<file path="src/rtl/mdio_pkg.sv">
package mdio_pkg;

  localparam logic [1:0] ADDR_DATA = 2'd0;
  localparam logic [1:0] ADDR_CLK  = 2'd1;
  localparam logic [1:0] ADDR_EVT  = 2'd2;

  localparam logic [1:0] OPC_READ  = 2'b10;
  localparam logic [1:0] OPC_WRITE = 2'b01;

  localparam int SPD_LSB  = 1;
  localparam int HOLD_LSB = 8;
  localparam int CMD_W    = 32;
  localparam int RDAT_W   = 16;

  typedef struct packed {
    logic [1:0]  st;
    logic [1:0]  op;
    logic [4:0]  phy;
    logic [4:0]  regad;
    logic [1:0]  ta;
    logic [15:0] data;
  } mgmt_cmd_t;

endpackage

</file>
<file path="src/rtl/mdio_clk_div.sv">
module mdio_clk_div #(
  parameter int SPD_W = 6
) (
  input  logic             clk,
  input  logic             rst,
  input  logic             run,
  input  logic [SPD_W-1:0] div,
  output logic             mdc,
  output logic             rise_now,
  output logic             fall_now
);

  logic [SPD_W-1:0] cnt;
  logic             tick;

  assign tick     = run && (div != '0) && (cnt == div - SPD_W'(1));
  assign rise_now = tick && !mdc;
  assign fall_now = tick && mdc;

  always_ff @(posedge clk) begin
    if (rst || !run) begin
      cnt <= '0;
      mdc <= 1'b0;
    end else if (tick) begin
      cnt <= '0;
      mdc <= ~mdc;
    end else begin
      cnt <= cnt + SPD_W'(1);
    end
  end

endmodule

</file>
<file path="src/rtl/mdio_frame_shift.sv">
module mdio_frame_shift
  import mdio_pkg::*;
#(
  parameter int PRE_LEN = 32,
  parameter int HOLD_W  = 3
) (
  input  logic              clk,
  input  logic              rst,
  input  logic              start,
  input  logic [CMD_W-1:0]  cmd,
  input  logic [HOLD_W-1:0] hold,
  input  logic              rise_now,
  input  logic              fall_now,
  input  logic              mdio_i,
  output logic              busy,
  output logic              done,
  output logic              is_rd,
  output logic              mdio_o,
  output logic              mdio_oe,
  output logic [RDAT_W-1:0] rx_data
);

  localparam int FRAME_LEN = PRE_LEN + CMD_W;
  localparam int CNT_W     = $clog2(FRAME_LEN);
  localparam int TA_POS    = PRE_LEN + 14;
  localparam int DAT_POS   = PRE_LEN + 16;
  localparam int LAST_POS  = FRAME_LEN - 1;

  logic [FRAME_LEN-1:0] shreg;
  logic [CNT_W-1:0]     bitn;
  logic                 pend;
  logic [HOLD_W-1:0]    hcnt;
  mgmt_cmd_t            cmd_s;

  assign cmd_s = mgmt_cmd_t'(cmd);
  assign done  = busy && fall_now && (bitn == CNT_W'(LAST_POS));

  always_ff @(posedge clk) begin
    if (rst) begin
      busy    <= 1'b0;
      bitn    <= '0;
      shreg   <= '0;
      pend    <= 1'b0;
      hcnt    <= '0;
      is_rd   <= 1'b0;
      rx_data <= '0;
      mdio_o  <= 1'b1;
      mdio_oe <= 1'b0;
    end else if (start && !busy) begin
      busy  <= 1'b1;
      bitn  <= '0;
      shreg <= {{PRE_LEN{1'b1}}, cmd};
      pend  <= 1'b1;
      hcnt  <= '0;
      is_rd <= (cmd_s.op == OPC_READ);
    end else if (busy) begin
      if (pend) begin
        if (hcnt == hold) begin
          mdio_o  <= shreg[FRAME_LEN-1];
          mdio_oe <= !(is_rd && (bitn >= CNT_W'(TA_POS)));
          shreg   <= {shreg[FRAME_LEN-2:0], 1'b0};
          pend    <= 1'b0;
        end else begin
          hcnt <= hcnt + HOLD_W'(1);
        end
      end
      if (rise_now && is_rd && (bitn >= CNT_W'(DAT_POS))) begin
        rx_data <= {rx_data[RDAT_W-2:0], mdio_i};
      end
      if (fall_now) begin
        if (bitn == CNT_W'(LAST_POS)) begin
          busy    <= 1'b0;
          mdio_oe <= 1'b0;
          mdio_o  <= 1'b1;
          pend    <= 1'b0;
        end else begin
          bitn <= bitn + CNT_W'(1);
          pend <= 1'b1;
          hcnt <= '0;
        end
      end
    end
  end

endmodule

</file>
<file path="src/rtl/mdio_csr.sv">
module mdio_csr
  import mdio_pkg::*;
#(
  parameter int SPD_W  = 6,
  parameter int HOLD_W = 3
) (
  input  logic              clk,
  input  logic              rst,
  input  logic              bus_wr,
  input  logic [1:0]        bus_addr,
  input  logic [CMD_W-1:0]  bus_wdata,
  input  logic              busy,
  input  logic              done,
  input  logic              done_rd,
  input  logic [RDAT_W-1:0] rx_data,
  output logic              start,
  output logic [CMD_W-1:0]  cmd_q,
  output logic [SPD_W-1:0]  spd,
  output logic [HOLD_W-1:0] hold,
  output logic              evt,
  output logic [CMD_W-1:0]  rdata
);

  logic             clr_evt;
  logic [CMD_W-1:0] clk_word;

  assign start   = bus_wr && (bus_addr == ADDR_DATA) && !busy && (spd != '0);
  assign clr_evt = bus_wr && (bus_addr == ADDR_EVT) && bus_wdata[0];

  always_comb begin
    clk_word = '0;
    clk_word[SPD_LSB +: SPD_W]   = spd;
    clk_word[HOLD_LSB +: HOLD_W] = hold;
  end

  always_ff @(posedge clk) begin
    if (rst) begin
      cmd_q <= '0;
      spd   <= '0;
      hold  <= '0;
      evt   <= 1'b0;
      rdata <= '0;
    end else begin
      if (start) begin
        cmd_q <= bus_wdata;
      end else if (done && done_rd) begin
        cmd_q[RDAT_W-1:0] <= rx_data;
      end
      if (bus_wr && (bus_addr == ADDR_CLK)) begin
        spd  <= bus_wdata[SPD_LSB +: SPD_W];
        hold <= bus_wdata[HOLD_LSB +: HOLD_W];
      end
      evt <= done || (evt && !clr_evt);
      case (bus_addr)
        ADDR_DATA: rdata <= cmd_q;
        ADDR_CLK:  rdata <= clk_word;
        ADDR_EVT:  rdata <= {{(CMD_W-1){1'b0}}, evt};
        default:   rdata <= '0;
      endcase
    end
  end

endmodule

</file>
<file path="src/rtl/mdio_master.sv">
module mdio_master
  import mdio_pkg::*;
#(
  parameter int SPD_W   = 6,
  parameter int HOLD_W  = 3,
  parameter int PRE_LEN = 32
) (
  input  logic        clk,
  input  logic        rst,
  input  logic        bus_wr,
  input  logic [1:0]  bus_addr,
  input  logic [31:0] bus_wdata,
  output logic [31:0] bus_rdata,
  input  logic        mdio_i,
  output logic        mdc_o,
  output logic        mdio_o,
  output logic        mdio_oe,
  output logic        mii_evt_o
);

  logic              start_w;
  logic              busy_w;
  logic              done_w;
  logic              rd_w;
  logic              rise_w;
  logic              fall_w;
  logic [RDAT_W-1:0] rx_w;
  logic [CMD_W-1:0]  cmd_w;
  logic [SPD_W-1:0]  spd_w;
  logic [HOLD_W-1:0] hold_w;

  mdio_csr #(.SPD_W(SPD_W), .HOLD_W(HOLD_W)) csr_i (
    .clk(clk), .rst(rst), .bus_wr(bus_wr), .bus_addr(bus_addr),
    .bus_wdata(bus_wdata), .busy(busy_w), .done(done_w), .done_rd(rd_w),
    .rx_data(rx_w), .start(start_w), .cmd_q(cmd_w), .spd(spd_w),
    .hold(hold_w), .evt(mii_evt_o), .rdata(bus_rdata)
  );

  mdio_clk_div #(.SPD_W(SPD_W)) div_i (
    .clk(clk), .rst(rst), .run(busy_w), .div(spd_w), .mdc(mdc_o),
    .rise_now(rise_w), .fall_now(fall_w)
  );

  mdio_frame_shift #(.PRE_LEN(PRE_LEN), .HOLD_W(HOLD_W)) shf_i (
    .clk(clk), .rst(rst), .start(start_w), .cmd(bus_wdata), .hold(hold_w),
    .rise_now(rise_w), .fall_now(fall_w), .mdio_i(mdio_i), .busy(busy_w),
    .done(done_w), .is_rd(rd_w), .mdio_o(mdio_o), .mdio_oe(mdio_oe),
    .rx_data(rx_w)
  );

endmodule

</file>
<file path="config.mk">
export PLATFORM = sky130hd
export DESIGN_NAME = mdio_master
export DESIGN_NICKNAME = d
export VERILOG_FILES = /design/src/rtl/mdio_pkg.sv /design/src/rtl/mdio_clk_div.sv /design/src/rtl/mdio_frame_shift.sv /design/src/rtl/mdio_csr.sv /design/src/rtl/mdio_master.sv
export SDC_FILE = /design/constraint.sdc
export NUM_CORES = 1
export LEC_CHECK = 0
export ABC_CLOCK_PERIOD_IN_PS = 3100
export BUFFER_PORTS_ARGS = -buffer_cell sky130_fd_sc_hd__buf_4
export CAP_MARGIN = 20
export CORE_MARGIN = 2
export CORE_UTILIZATION = 55
export DETAILED_ROUTE_END_ITERATION = 8
export PLACE_DENSITY = 0.72
export SYNTH_ARGS = -nofsm -noshare
export SYNTH_HDL_FRONTEND = slang
export SYNTH_SLANG_ARGS = --single-unit
</file>
<file path="constraint.sdc">
create_clock -name clk -period 3.1 [get_ports clk]
set_input_delay 0.155 -clock clk [delete_from_list [all_inputs] [get_ports clk]]
set_output_delay 0.155 -clock clk [all_outputs]
set_load 0.03 [all_outputs]
</file>
== Word level (Yosys, flattened, before mapping) ==
Cells that the tools add are included.
Word-level totals
  register bits after elaboration: 175
  input bits: 38
  output and inout bits: 36
  word-level logic and storage cells: 96
Cells by class
  add/sub/neg operators: 4
  $lt $le $gt $ge: 2
  eq/ne operators: 6
  mux-type cells: 28
  bitwise gates (word level): 3
  reductions and logical operators: 36
Operators by type and width (count)
  $mux 64: 4
  $pmux 32 s3: 1
  $mux 16: 2
  $logic_and 1x1->1: 18
  $mux 1: 17
  $add 6x1->6 const B: 2
  $ge 6x6->1 const B: 2
  $mux 3: 4
  $reduce_and 3->1: 3
  $reduce_bool 2->1: 4
  $eq 6x6->1: 1
  $eq 6x6->1 const B: 1
  $reduce_bool 6->1: 1
  $sub 6x1->6 const B: 1
  $eq 2x2->1 const B: 2
  $logic_not 1->1: 4
  $reduce_or 2->1: 2
  $add 3x1->3 const B: 1
  $eq 3x3->1: 1
  $not 1->1: 3
  $eq 2x1->1 const B: 1
  $logic_not 2->1: 1
  $logic_or 1x1->1: 2
  $reduce_and 2->1: 1

== Depth between registers and ports, before layout ==
Gate-level depths: netlist of run 1.
  depth after elaboration: 9
  mapped depth: 10
  depth with buffers taken out: 8

== Modules after synthesis ==
A second synthesis of run 1 with hierarchy kept.
Unflattened totals
  cells, all modules: 787
  area, all modules: 7151.9 µm²
Modules (own cells, without submodules)
  mdio_frame_shift: times used 1, cells an instance 439, area an instance 3688.5 µm², sequential area each 1881.8 µm²
  mdio_csr: times used 1, cells an instance 295, area an instance 3019.1 µm², sequential area each 1481.4 µm²
  mdio_clk_div: times used 1, cells an instance 53, area an instance 444.2 µm², sequential area each 140.1 µm²

== Worst setup path before layout of run 1 ==
OpenSTA, ideal clock, no wires.
  path kind: reg2reg
  start: reg csr_i.spd[2]
  end: reg csr_i.cmd_q[11]
  setup time: 134 ps
  arrival: 2523 ps
  data required time: 2966 ps
  path slack: 443 ps
  stages on the path, launching flop included: 9
  path buffers: 2
  period minus slack after synthesis: 2657 ps
  cell sequence: dfxtp_1 buf_6 or3_4 o31a_1 or4_4 nor4_4 buf_6 mux2i_1 a21oi_1
Between the ends
  longest elaborated chain between the ends: 8
  elaborated cells on any way between the ends: 12
  classes of those cells: add/sub (1); eq/ne (1); mux (1); reduce/logical (9)
RTL lines
  start, declared: RTL line mdio_csr.sv:18  | output logic [SPD_W-1:0] spd,
  start signal, assigned: RTL line mdio_csr.sv:50  | spd <= bus_wdata[SPD_LSB +: SPD_W];
  $sub 6x1->6 / $reduce_bool 6->1 (equally long branches): RTL line mdio_clk_div.sv:16, mdio_csr.sv:27
  $eq 6x6->1 / $logic_and 1x1->1 (equally long branches): RTL line mdio_clk_div.sv:16  | assign tick = run && (div != '0) && (cnt == div - SPD_W'(1));
  $logic_and 1x1->1: RTL line mdio_clk_div.sv:16
  $logic_and 1x1->1: RTL line mdio_clk_div.sv:18  | assign fall_now = tick && mdc;
  $logic_and 1x1->1 (2 in series): RTL line mdio_frame_shift.sv:36  | assign done = busy && fall_now && (bitn == CNT_W'(LAST_POS));
  $logic_and 1x1->1: RTL line mdio_csr.sv:46  | end else if (done && done_rd) begin
  $reduce_bool 2->1 (no source line)
  end signal, assigned: RTL line mdio_csr.sv:45  | cmd_q <= bus_wdata;
  end signal, assigned by index: RTL line mdio_csr.sv:47  | cmd_q[RDAT_W-1:0] <= rx_data;
  end, declared: RTL line mdio_csr.sv:17  | output logic [CMD_W-1:0] cmd_q,
Parallel ways exist; a longest one is shown, timed or not.
A chain may end at the register's enable or synchronous reset.

== Worst setup path after layout of run 1 ==
  start: reg csr_i.spd[2]
  end: reg csr_i.cmd_q[14]
The elaborated chain is that of the path after synthesis.

==> metrics.csv, run 1 <==
metric,value,unit
period_share,88.1,%
fp.dieW,115,µm
start_util,56.4,%
hold_path_class,in2reg,
syn_area,6770,µm²
timing.final.hold_violations,0,
synthesis.nets,812,
power.net_switching,1.04,mW
seq_area_frac_synth,51.7,%
firstDrtPassIters,5,
place_congestion,0.855,
tightest_slew,0.875,ns
cts.clk_slew.worst_paths,0.06,ns
dpl_cell_area,7420,µm²
rows,40,
wl_per_cell,15.8,µm
fin_crit,2.73,ns
setup_viol_count_final,0,
cts.sinks,175,
ys_seq_elements,175,
final_cell_mix,"dfxtp_1, nand2_1, nor2_1, buf_4, nor3_1",
port_buffers,73,
p_sw_share,22.3,%
synth-edff-count,0,
crit_arrival,3.03,ns
die_area,13200,µm²
status,completed,
cts_tree,built,
vdd_drop_max,0.367,mV
areaGrowthSynthToFinish,19.7,%
timing.slew.headroom,41.7,%
slowest_delay,0.57,ns
max-cap-violations,0,
report.final.slew_viol_count,0,
grt_first_pass_wirelength,25500,µm
ioPinCount,74,
clock_latency,0.42,ns
path_cells,or3_4 -> o31a_1 -> or4_4 -> nor4_4 -> buf_4 -> mux2i_1 -> a211oi_2,
fin_worst_skew,0.00553,ns
cp.required,3.40,ns
core,12000,µm²
combPwrFrac,5.3,%
grt_pass1_vias,5300,
htreeDepth,4,
fillers,983,
hpwl,9670,µm
synthCells,768,
yosys_warnings,0,
fin_setup_tns,0,ns
p_leak,3.26,nW
cts.path.max_buffers,2,
drive_above_1_share,15.2,%
crit_fanout,25,
yosysUniqueCellTypes,53,
p_int,3.62,mW
cts-root-buf,clkbuf_16,
drt-initial-drc-count,331,
startpoint_type,flop,
syn_avg_cell_area,8.82,µm²
final_common_cell,dfxtp_1,
drc,0,
p_clk_share,44.9,%
vias_per_cell,5.73,
antenna_found_initial,0,
finalInstanceArea,8110,µm²
fmax,366,MHz
crit_type,reg2reg,
wirelength,15600,µm
numCtsBuffers,17,
rsz0062_at_grt,false,
postSynth.asyncResetShare,0,%
gr-total-overflow,0,
via_count,5643,
diodes,0,
antenna_left,0,
powerDensity,575,nW/µm²
synthFlopType,dfxtp_1,
chipHeight,115,µm
cp-end-kind,flop,
finalNetCount,869,
grt_usage,24.1,%
grt_max_degree,88,
p_seq_share,49.8,%
slowest_stage,or4_4,
[metal layers]
metal,global-route usage (%),routed length (µm),vias to the layer above
met1,32.1,7000,2685
li1,-,-,2770
met5,0,0,-
met4,9.48,260,0
met3,5.32,858,22
met2,38.4,7450,166
[flip-flops by register name, indices dropped and copies added, names as in the netlist]
| register | cells |
|---|---|
| shf_i.mdio_oe | 1 |
| csr_i.spd | 6 |
| shf_i.rx_data | 16 |
| shf_i.bitn | 6 |
| shf_i.hcnt | 3 |
| csr_i.hold | 3 |
| shf_i.mdio_o | 1 |
| shf_i.busy | 1 |
| csr_i.cmd_q | 32 |
| shf_i.shreg | 64 |
| div_i.cnt | 6 |
| csr_i.rdata | 32 |
| csr_i.evt | 1 |
| shf_i.pend | 1 |
| div_i.mdc | 1 |
| shf_i.is_rd | 1 |
[Yosys cell counts (5+ instances only)]
cell type  number  area [µm²]
a21oi_1        48         240
a22oi_1        15         113
a311oi_1       15         131
a31oi_1        12        75.1
and2_1         24         150
and3_1          5        31.3
clkbuf_1       49         184
dfxtp_1       175        3500
ha_1            6        75.1
inv_1           5        18.8
mux2i_1        35         350
nand2_1       110         413
nand3_1        20         100
nand3b_1       11        82.6
nor2_1         87         327
nor3_1         77         385
xnor2_1         7        61.3
xor2_1          9        78.8
[timing repair]
action / in CTS / in global routing
setup endpoints to repair: 0 / 0
hold buffers: 11 / 0
resized for setup: 0 / 0
setup buffers: 0 / 0
hold endpoints to repair: 11 / 0
[path summary, 6_finish.rpt]
kind / start / end / slack (ns) / depth (start not counted)
worst max-delay path: csr_i.spd[2] / csr_i.cmd_q[14] / 0.37 / 7
worst min-delay path: bus_wdata[17] / csr_i.cmd_q[17] / 0.01 / 3
worst max register to register: csr_i.spd[2] / csr_i.cmd_q[14] / 0.37 / 7
worst min register to register: csr_i.cmd_q[30] / csr_i.cmd_q[30] / 0.45 / 2
[metrics by stage]
step	util, %	hold slack (ns)	setup WS [ns]	std cells	total power [mW]
CTS	67.5	0.000942	0.378	985	4.67
global placement	61.8	0.388	0.463	941	2.59
floorplan	-	0.291	0.443	768	2.51
finish	67.5	0.00955	0.367	985	4.66
detailed placement	61.8	0.402	0.392	942	2.60
global route	67.5	0.00817	0.249	985	4.79
[area by class of cell]
type / instances / area (µm²) / share of cell area, %
timing repair buffer: 96 / 786 / 9.69
clock inverter: 11 / 115 / 1.42
sequential: 175 / 3500 / 43.2
multi-input combinational: 530 / 3040 / 37.5
tap: 147 / 184 / 2.27
inverter: 5 / 18.8 / 0.231
clock buffer: 21 / 460 / 5.68
[power groups by stage]
stage	Clock, mW	Combinational (mW)	Sequential [mW]
after detailed placement	0	0.231	2.37
after floorplan	0	0.144	2.37
after CTS	2.11	0.245	2.32
final	2.09	0.247	2.32
after global placement	0	0.225	2.37
after global routing	2.20	0.270	2.33
[kinds of logic after synthesis]
kind of cell | share of synthesized area, %
compound gates | 11.5
xor+xnor | 2.07
fa+ha+maj | 1.11
buf+inv | 3.80
flops | 51.7
mux | 5.17
simple gates | 24.6
[critical path: cells and delay by family, from the launching register on]
| family | cells | cell delay (ns) |
|---|---|---|
| flops | 1 | 0.38 |
| compound gates | 2 | 0.36 |
| simple gates | 3 | 1.28 |
| mux | 1 | 0.25 |
| buf+inv | 1 | 0.32 |
Power figures use the tool's default switching activity.
==> run 2: changes to the inputs <==
- SYNTH_HIERARCHICAL: not set -> 1
==> run 2 against run 1 <==
Clock-buffer cell count increased by 2. Routed wire length decreased by 0.49%. Worst setup slack got worse by 0.11 ns. Via count decreased by 0.64%. Clock skew about the same. Synthesized area increased by 5.6%. Fmax decreased by 4.0%.
==> metrics.csv, run 2 <==
metric,value,unit
status,completed,
drive_above_1_share,16.5,%
port_buffers,73,
hold_slack,0.00938,ns
rows,41,
cts-root-buf,clkbuf_16,
report.final.slew_viol_count,0,
grt_pass1_vias,5311,
timing.final.hold_violations,0,
slowest_stage,or3_1,
cts.clk_slew.worst_paths,0.06,ns
synthesis.nets,831,
vias_per_cell,5.48,
fin_worst_skew,0.00552,ns
cp.required,3.40,ns
drc,0,
vdd_drop_max,0.575,mV
reg2reg_from,csr_i/spd[1],
gr-total-overflow,0,
yosysUniqueCellTypes,49,
hold_path_class,in2reg,
wl_per_cell,15.1,µm
numCtsBuffers,17,
fin_setup_tns,0,ns
cp_num_buf_inv,2,
powerDensity,545,nW/µm²
synth_top_area_share,49.0,%
crit_top_cell,nor3_2,
yosys_warnings,6,
wirelength,15500,µm
antenna_left,0,
cts.path.max_buffers,2,
drt-initial-drc-count,429,
core,12700,µm²
largest_reg_flops,64,
p_total,4.57,mW
place_congestion,0.831,
crit_arrival,3.15,ns
yosys-top-cells-area,"dfxtp_1, mux2i_1, a21oi_1",
seq_area_frac_synth,49.0,%
finalNetCount,885,
syn_avg_cell_area,9.09,µm²
firstDrtPassIters,6,
grt_usage,22.4,%
cts_tree,built,
hp-start,bus_wdata[2],
dpl_cell_area,7830,µm²
final_common_cell,dfxtp_1,
fmax,351,MHz
top_regs,"shf_i/shreg x64, csr_i/cmd_q x32, csr_i/rdata x32",
syn_area,7150,µm²
timing.slew.headroom,45.5,%
crit_type,reg2reg,
synth_common_cells,"dfxtp_1, nor2_1, nand2_1",
synth_most_common_cell,dfxtp_1,
antenna_found_initial,0,
tightest_slew,0.812,ns
synthFlopType,dfxtp_1,
critical-path-top-delay-family,simple AND/OR/NAND/NOR gates,
ioPinCount,74,
crit_fanout,33,
ys_seq_elements,175,
diodes,0,
fp.dieW,118,µm
fillers,1003,
via_count,5607,
regMostFlops,shf_i/shreg,
synthCells,787,
path_cells,inv_1 -> ha_1 -> xor2_1 -> nand3_1 -> or3_1 -> nor3_2 -> nand2_1 -> nor3_2 -> buf_12 -> a21bo_2 -> a21oi_1 -> mux2_1,
finalInstanceArea,8390,µm²
fin_crit,2.85,ns
dp_cells,993,
fin_util,66.2,%
rsz0062_at_grt,false,
die_area,13900,µm²
setup_slack,0.253,ns
chipHeight,118,µm
setup_viol_count_final,0,
r2r_setup_slack,0.25,ns
areaGrowthSynthToFinish,17.3,%
yosys.area.top_type,dfxtp_1,
cp-end-kind,flop,
start_util,56.4,%
clock_latency,0.42,ns
period_share,91.8,%
post-place-ws,0.150,ns
hpwl,10300,µm
htreeDepth,4,
crit_start,csr_i/spd[1],
grt_first_pass_wirelength,25400,µm
slowest_delay,0.44,ns
grt_max_degree,72,
p_leak,3.37,nW
final_cells,1024,
postSynth.asyncResetShare,0,%
cts.sinks,175,
synth-edff-count,0,
max-cap-violations,0,
startpoint_type,flop,
cts_setup_buffers,0,
final_cell_mix,"dfxtp_1, buf_4, nor2_1, nand2_1, a21oi_1",
==> run 2: per-layer routing <==
metal	GRT usage (%)	share of wire (%)	wire length [µm]	vias to the layer above
met5	0	0	0	-
met4	9.34	1.9	291	0
met3	4.41	4.4	688	25
met2	37.4	50	7700	135
met1	28.4	44	6820	2647
li1	-	-	-	2800
==> run 2: worst paths after layout <==
| check | to | cells past startpoint |
|---|---|---|
| hold / removal | csr_i/spd[1] | 3 |
| setup reg to reg | csr_i/cmd_q[14] | 12 |
| setup / recovery | csr_i/cmd_q[14] | 12 |
| hold reg to reg | csr_i/rdata[7] | 1 |
==> run 2: area by class of cell <==
type,count,area (µm²),area share [%]
inverter,5,18.8,0.224
timing repair buffer,91,711,8.47
sequential,175,3500,41.8
multi-input combinational,551,3400,40.5
tap,172,215,2.56
clock inverter,7,88.8,1.06
clock buffer,23,458,5.46
==> run 2: cell families (layout without fill, tap and decap cells) <==
group	Yosys count	count (layout)	share of synthesized area (%)
buf+inv	61	126	3.88
mux	52	52	7.56
simple gates	335	335	23.1
xor+xnor	23	23	2.82
fa+ha+maj	6	6	1.05
flops	175	175	49.0
compound gates	135	135	12.6
==> run 2: worst register-to-register path: stages (launching register included) <==
cell and delay, ns:
dfxtp_1 0.41, inv_1 0.09, ha_1 0.29, xor2_1 0.16, nand3_1 0.08, or3_1 0.44
nor3_2 0.18, nand2_1 0.12, nor3_2 0.19, buf_12 0.22, a21bo_2 0.16, a21oi_1 0.06
mux2_1 0.33
==> run 2: what timing repair did <==
item / in CTS / in global routing
setup endpoints to repair: 0 / 16
hold endpoints to repair: 1 / 0
hold buffers: 1 / 0
resized for setup: 0 / 2
==> run 2: power breakdown <==
part / internal, mW / switching [mW]
Sequential: 2.29 / 0.0264
Combinational: 0.112 / 0.143
Clock: 1.19 / 0.806
==> run 3: changes to the inputs <==
- CORE_MARGIN: 2 -> 8
==> run 3 against run 2 <==
Register-to-register slack got worse by 0.08 ns. Non-clock buffer count fell by 1. Sequential cell count did not move. Critical endpoint is now csr_i/cmd_q[4]. Largest cell class unchanged.
==> metrics.csv, run 3 (same netlist as run 2, synthesis figures left out) <==
metric,value,unit
core,12700,µm²
combPwrFrac,5.7,%
fp.dieW,130,µm
fin_setup_tns,0,ns
p_total,4.52,mW
met3_usage,5.30,%
firstDrtPassIters,5,
port_buffers,73,
areaGrowthSynthToFinish,17.0,%
p_sw_share,21.8,%
largest_reg_flops,64,
fin_crit,2.92,ns
grt_pass1_vias,5569,
fmax,342,MHz
busiest_layer,met2,
crit_fanout,33,
htreeDepth,4,
clock_latency,0.42,ns
fin_worst_skew,0.00678,ns
antenna_found_initial,0,
grt.met1_usage,24.3,%
p_clk_share,43.0,%
wl_per_cell,16.1,µm
via_count,5681,
finalNetCount,884,
worstReg2RegEnd,csr_i/cmd_q[4],
timing.slew.headroom,30.5,%
p_int,3.54,mW
drive_above_1_share,16.5,%
ioPinCount,74,
grt_max_degree,83,
cts-root-buf,clkbuf_16,
crit_type,reg2reg,
rsz0062_at_grt,false,
drc,0,
hpwl,10700,µm
cts.clk_slew.worst_paths,0.06,ns
die_area,16900,µm²
hold_path_class,in2reg,
max-cap-violations,0,
hp-start,bus_wdata[27],
cts_setup_buffers,0,
tightest_slew,1.04,ns
cts_tree,built,
crit_arrival,3.22,ns
powerDensity,540,nW/µm²
final_cell_mix,"dfxtp_1, buf_4, nor2_1, nand2_1, a21oi_1",
cts.sinks,175,
cts.path.max_buffers,2,
regMostFlops,shf_i/shreg,
chipHeight,130,µm
cp-end-kind,flop,
drt-initial-drc-count,497,
setup_viol_count_final,0,
gr-total-overflow,0,
r2r_setup_slack,0.18,ns
p_seq_share,51.3,%
cp.required,3.40,ns
grt_first_pass_wirelength,27000,µm
status,completed,
top_regs,"shf_i/shreg x64, csr_i/cmd_q x32, csr_i/rdata x32",
vdd_drop_max,0.526,mV
p_leak,3.36,nW
period_share,94.3,%
grt_usage,20.0,%
start_util,56.4,%
rows,41,
report.final.slew_viol_count,0,
use_met2,32.8,%
place_congestion,0.829,
vias_per_cell,5.55,
startpoint_type,flop,
hold_end,csr_i/cmd_q[27],
whs_path_depth,3,
timing.final.hold_violations,0,
worstRegToRegCells,12,
diodes,0,
wirelength,16400,µm
final_common_cell,dfxtp_1,
reg2reg_from,csr_i/spd[0],
power.net_switching,0.985,mW
antenna_left,0,
numCtsBuffers,17,
-- run 3: cell types whose count changed in the layout (fill, tap and decap cells not counted) --
cell	before	now
buf_4	88	87
bufinv_16	2	1
clkbuf_1	5	4
clkbuf_8	1	2
clkinv_2	4	5
dfxtp_1	174	175
dfxtp_2	1	0
-- run 3: worst max path at each step --
stage,from,to,slack [ns],cells after the start
floorplan,csr_i/spd[0],csr_i/cmd_q[4],0.14,13
global placement,csr_i/spd[0],csr_i/cmd_q[15],0.33,12
detailed placement,csr_i/spd[0],csr_i/cmd_q[4],0.16,12
CTS,csr_i/spd[0],csr_i/cmd_q[4],0.13,12
global route,csr_i/spd[0],csr_i/cmd_q[1],0.009,12
finish,csr_i/spd[0],csr_i/cmd_q[4],0.18,12
-- run 3: layout make-up --
type,instances,area (µm²)
fill,1043,4300
inverter,5,18.8
timing repair buffer,90,703
multi-input combinational,551,3400
sequential,175,3500
clock inverter,7,63.8
tap,172,215
clock buffer,23,468
-- run 3: critical path: stages, from the launching register on --
cell	delay [ns]
dfxtp_1	0.46
inv_1	0.12
ha_1	0.33
xor2_1	0.16
nand3_1	0.08
or3_1	0.43
nor3_2	0.17
nand2_1	0.11
nor3_2	0.19
buf_12	0.22
a21bo_2	0.14
a21oi_1	0.06
mux2_1	0.31
-- run 3: per-stage QoR --
stage | area [µm²] | hold WS (ns) | cells | setup WS, ns | util, %
after floorplan | 7150 | 0.291 | 787 | 0.138 | -
after global placement | 7820 | 0.412 | 992 | 0.328 | 61.7
after detailed placement | 7820 | 0.423 | 992 | 0.159 | 61.7
after CTS | 8360 | 0.00191 | 1023 | 0.129 | 66.0
after global routing | 8370 | 0.00709 | 1023 | 0.00914 | 66.0
final | 8370 | 0.0106 | 1023 | 0.177 | 66.0
-- run 3: per-layer routing --
layer / wire length [µm] / share of wire (%)
met1: 7080 / 43
met2: 8070 / 49
met3: 851 / 5.2
met4: 422 / 2.6
met5: 0 / 0
-- run 3: power groups by stage --
stage | sequential, mW | combinational (mW) | clock [mW]
5_1_grt | 2.32 | 0.281 | 2.09
3_5_place_dp | 2.37 | 0.254 | 0
2_1_floorplan | 2.36 | 0.159 | 0
3_3_place_gp | 2.36 | 0.245 | 0
4_1_cts | 2.32 | 0.257 | 1.98
6_report | 2.32 | 0.258 | 1.95
-- run 3: repair_timing --
item,CTS,global route
resized for setup,0,1
endpoints found under the hold margin,1,0
hold buffers,1,0
endpoints found under the setup margin,0,16
